File: src/rtl/kbd_col_drive.sv
module kbd_col_drive #(
  parameter int NUM_COLS = 13,
  parameter int IDX_W    = 5,
  parameter int INV_COL  = 2
) (
  input  logic             clk,
  input  logic             rst_n,
  input  logic             req_valid,
  input  logic [1:0]       req_kind,
  input  logic [IDX_W-1:0] req_col,
  output logic [7:0]       scan_sel,
  output logic             col2_drive
);
  localparam logic [7:0] SEL_ALL = 8'h20;
  localparam logic [7:0] SEL_OFF = 8'h40;

  logic       in_range;
  logic [7:0] sel_next;
  logic       c2_next;

  assign in_range = 32'(req_col) < NUM_COLS;

  always_comb begin
    sel_next = SEL_OFF;
    c2_next  = 1'b0;
    unique case (req_kind)
      2'b01: begin
        sel_next = SEL_ALL;
        c2_next  = 1'b1;
      end
      2'b10: begin
        if (in_range && 32'(req_col) == INV_COL) begin
          c2_next = 1'b1;
        end else if (in_range) begin
          sel_next = 8'(req_col) & 8'h1f;
        end
      end
      default: ;
    endcase
  end

  always_ff @(posedge clk) begin
    if (!rst_n) begin
      scan_sel   <= SEL_OFF;
      col2_drive <= 1'b0;
    end else if (req_valid) begin
      scan_sel   <= sel_next;
      col2_drive <= c2_next;
    end
  end
endmodule

File: config.mk
export PLATFORM = sky130hd
export DESIGN_NAME = kbd_col_drive
export DESIGN_NICKNAME = d
export VERILOG_FILES = /design/src/rtl/kbd_col_drive.sv
export SDC_FILE = /design/constraint.sdc
export NUM_CORES = 1
export LEC_CHECK = 0
export ABC_AREA = 0
export BUFFER_PORTS_ARGS = -buffer_cell sky130_fd_sc_hd__buf_2
export CAP_MARGIN = 10
export CORE_MARGIN = 2
export CORE_UTILIZATION = 32
export DETAILED_ROUTE_END_ITERATION = 6
export GPL_TIMING_DRIVEN = 0
export PLACE_DENSITY = 0.67
export SYNTH_ARGS = -nofsm -noshare
export SYNTH_HDL_FRONTEND = slang
export SYNTH_SLANG_ARGS = --single-unit
File: constraint.sdc
create_clock -name clk -period 1.99 [get_ports clk]
set_clock_uncertainty 0.15 [all_clocks]
set_input_delay 0.0995 -clock clk [delete_from_list [all_inputs] [get_ports clk]]
set_output_delay 0.0995 -clock clk [all_outputs]
set_load 0.005 [all_outputs]
Word-level counts from Yosys, hierarchy flattened

Index checks and enable logic that the tools add are counted.

$lt $le $gt $ge: 1
Equal/unequal tests: 3
Muxes and demuxes: 5
Reductions and logical operators: 1

Operator list:

| kind               | count |
|---|---|
| $mux 7             | 2 |
| $pmux 7 s2         | 1 |
| $eq 5x2->1 const B | 1 |
| $lt 5x4->1 const B | 1 |
| $eq 2x1->1 const B | 1 |
| $eq 2x2->1 const B | 1 |
| $pmux 1 s2         | 1 |
| $logic_and 1x1->1  | 1 |
| $mux 1             | 1 |

Register bits after elaboration: 9
Input port bits: 10
Output and inout port bits: 9

Longest topological paths before layout

Depth in word-level cells: 4
Mapped depth: 6
Gate-level depth less buffers: 6

Worst setup path after synthesis

No wires, ideal clock.

Kind: in2reg
Start: input req_kind[0]
End: register scan_sel[1]
Arrival time: 907 ps
Setup slack: 873 ps
Cell stages on the path: 6
Cells stage by stage: inv_1 ha_1 nor2b_1 nand4_1 o22ai_1 and2_1

Word-level cells in the longest chain between the ends: 2
Elaborated cells between the ends (all ways): 3
Those cells by class: eq/ne: 2; mux: 1

RTL lines:

| element                                         | line | RTL |
|---|---|---|
| start: declaration                              | 9    | `input logic [1:0] req_kind,` |
| $eq 2x2->1 / $eq 2x1->1 (equally long branches) | 26   | `unique case (req_kind)` |
| $pmux 7 s2 *                                    | 26   |  |
| end signal: assignment                          | 47   | `scan_sel <= sel_next;` |
| end: declaration                                | 11   | `output logic [7:0] scan_sel,` |

Mark *: on every way between the ends. The rest lies on a longest branch, timed or not.
A chain may end at the register's enable or synchronous reset.

Worst setup path in the final report

Start: input req_col[0]
End: register scan_sel[6]

Word-level cells in the longest chain between the ends: 4
Elaborated cells between the ends (all ways): 6
Those cells by class: order compare: 1; eq/ne: 1; mux: 3; reduce/logical: 1

RTL lines:

| element                                            | line   | RTL |
|---|---|---|
| start: declaration                                 | 10     | `input logic [IDX_W-1:0] req_col,` |
| $lt 5x4->1 / $eq 5x2->1 (equally long branches)    | 21, 32 |  |
| $mux 7 / $logic_and 1x1->1 (equally long branches) | 34, 32 |  |
| $mux 7 *                                           | 32     | `if (in_range && 32'(req_col) == INV_COL) begin` |
| $pmux 7 s2 *                                       | 26     |  |

Marks and branches as above.

==> out/qor.csv <==
metric,value,unit
rsz0062_at_grt,no,
start_util,33.0,%
endpoint_kind,flop,
timing.setup.tns,0,ns
synth_edf_count,0,
syn_area,419,um2
p_seq_share,47.8,%
clockPowerShare,38.0,%
cts_root_buf,clkbuf_4,
required,2.02,ns
p_leak,0.271,nW
ys_seq_area_share,38.2,%
clkTransAtPathRegs,0.06,ns
fp.dieW,40.2,um
met2_length,377,um
yosysUniqueCellTypes,24,
die_area,1620,um2
final-max-slew-violation-count,0,
wl_per_cell,9.86,um
dr.pass1.iters,2,
ff2ff_setup_slack,1.15,ns
swShare,25.6,%
p_sw,88.3,uW
pin_count,19,
wl_met3,54,um
grt.total_usage,11.2,%
max-cap-violations,0,
core_area,1270,um2
fillers,130,
final-seq-area,160,um2
finalCritPeriodShare,65.3,%
holdWs,0.0131,ns
timing.rr.end,scan_sel[1]$_SDFFE_PN0P_,
vias,400,
cts_tree,yes,
vdd_drop_max,0.000246,V
diodes,0,
cts_setup_buffers,0,
drive_gt1_share,31.0,%
cp-endpoint,scan_sel[6]$_SDFFE_PN1P_,
insertion_delay,0.26,ns
timing_hold_violations_final,0,
routed_wl,848,um
p_comb_share,14.2,%
r2r-start,scan_sel[1]$_SDFFE_PN0P_,
initialDrtViolationCount,1,
highest_layer,met4,
critPathMaxFanout,4,
met1_length,392,um
hold_path.class,input pin to flop,
final_common_cell,buf_2,
cp-startpoint,req_col[0],
ys_warn_count,0,
drcViolationCount,0,
rr_worst_depth,3,
grt_max_degree,11,
die_h,40.2,um
status,finished clean,
nNetsFinal,85,
criticalPathCategory,input pin to flop,
cts_hold_buf,2,
p_total,345,uW
power.internal,257,uW
numCtsBuffers,3,
start_kind,input pin,
clock.fmax,0.770,GHz
grt_pass1_wl,1130,um
antenna_found_initial,0,
ys.flop_type,dfxtp_1,
synthArstFlopShare,0,%
multi_input_area,224,um2
dp_hpwl,626,um
min_period,1.30,ns
power_density,616,nW/um2
syn_nets,62,
final_cell_mix,"17 x buf_2, 8 x dfxtp_1, 5 x inv_1",
ant_nets,0,
via_per_inst,4.65,
ctsLongestPathBuffers,2,
port_buffers,16,
finalSetupViolCount,0,
syn_avg_cell_area,8.38,um2
syn_inst,50,
num_rows,13,
cts_resized,0,
clock-sinks,8,
gp_congestion,0.675,
cts_max_level,1,
timing.critical_path.arrival,1.33,ns
grt_pass1_vias,280,
synth-seq-cells,8,
grt.overflow.total,0,
syn_to_final_growth,33.7,%
## cells by family after synthesis
logic type	after synthesis	share of synthesized area, %
other	1	0.895
AND/OR/NAND/NOR	20	29.6
adder cells (fa/ha/maj)	2	5.97
buffers and inverters	8	8.36
flip-flops	8	38.2
multiplexers	1	2.39
AO/OA/AOI/OAI	10	14.6
## metal layers
metal,GRT usage (%),vias to the layer above
met2,15.7,14
met5,0,-
met1,12.6,170
met3,5.00,3
li1,-,213
met4,10.0,0
## per-stage QoR
stage,cell area [um2],cells,setup WS [ns],util [%]
3_3_place_gp,518,81,0.644,40.8
2_1_floorplan,419,50,0.873,-
4_1_cts,561,86,0.680,44.2
5_1_grt,561,86,0.613,44.2
3_5_place_dp,518,81,0.652,40.8
6_report,561,86,0.691,44.2
## synth_stat cells, drive strengths merged, types with 2 or more instances
master / count / share of area, %
a21boi: 2 / 3.6
nand2b: 3 / 4.5
o21ai: 4 / 4.8
ha: 2 / 6.0
buf: 2 / 3.0
dfxtp: 8 / 38
nand2: 4 / 3.6
inv: 5 / 4.5
nand3b: 2 / 3.6
nor2b: 2 / 3.0
nand4: 4 / 6.0
## state kept, by name (all words and copies together) (netlist names)
| name | flops |
|---|---|
| scan_sel | 7 |
| col2_drive | 1 |
## power groups by stage
stage / clock (mW) / sequential, mW / combinational (mW)
after floorplan: 0 / 0.169 / 0.0254
after global placement: 0 / 0.169 / 0.0457
after detailed placement: 0 / 0.169 / 0.0464
after CTS: 0.134 / 0.165 / 0.0498
after global routing: 0.143 / 0.165 / 0.0548
final: 0.131 / 0.165 / 0.0491
## critical path, cell delays in order
cell and delay (ns):
dlygate4sd3_1 0.53, buf_2 0.14, nor3_2 0.21, nand2b_1 0.13
a21oi_1 0.06, o221ai_1 0.15
## cell type report
cell class              instances  share of cell area (%)
well taps                      15                    3.35
clock buffers                   3                    4.02
plain buffers                   3                    2.90
repair buffers                 18                    17.9
multi-input cells              34                    40.0
inverters                       5                    3.35
flip-flops and latches          8                    28.6
## worst min path at each step
| stage | start | to | slack, ns | depth (start not counted) |
|---|---|---|---|---|
| after floorplan | req_col[3] | scan_sel[3]$_SDFFE_PN0P_ | 0.10 | 2 |
| after global placement | req_col[3] | scan_sel[3]$_SDFFE_PN0P_ | 0.26 | 3 |
| after detailed placement | req_col[3] | scan_sel[3]$_SDFFE_PN0P_ | 0.27 | 3 |
| after CTS | req_col[2] | scan_sel[2]$_SDFFE_PN0P_ | 0.01 | 3 |
| after global routing | req_col[2] | scan_sel[2]$_SDFFE_PN0P_ | 0.03 | 3 |
| final | req_col[2] | scan_sel[2]$_SDFFE_PN0P_ | 0.01 | 3 |
Note: power is estimated with default switching activity, not from simulation.
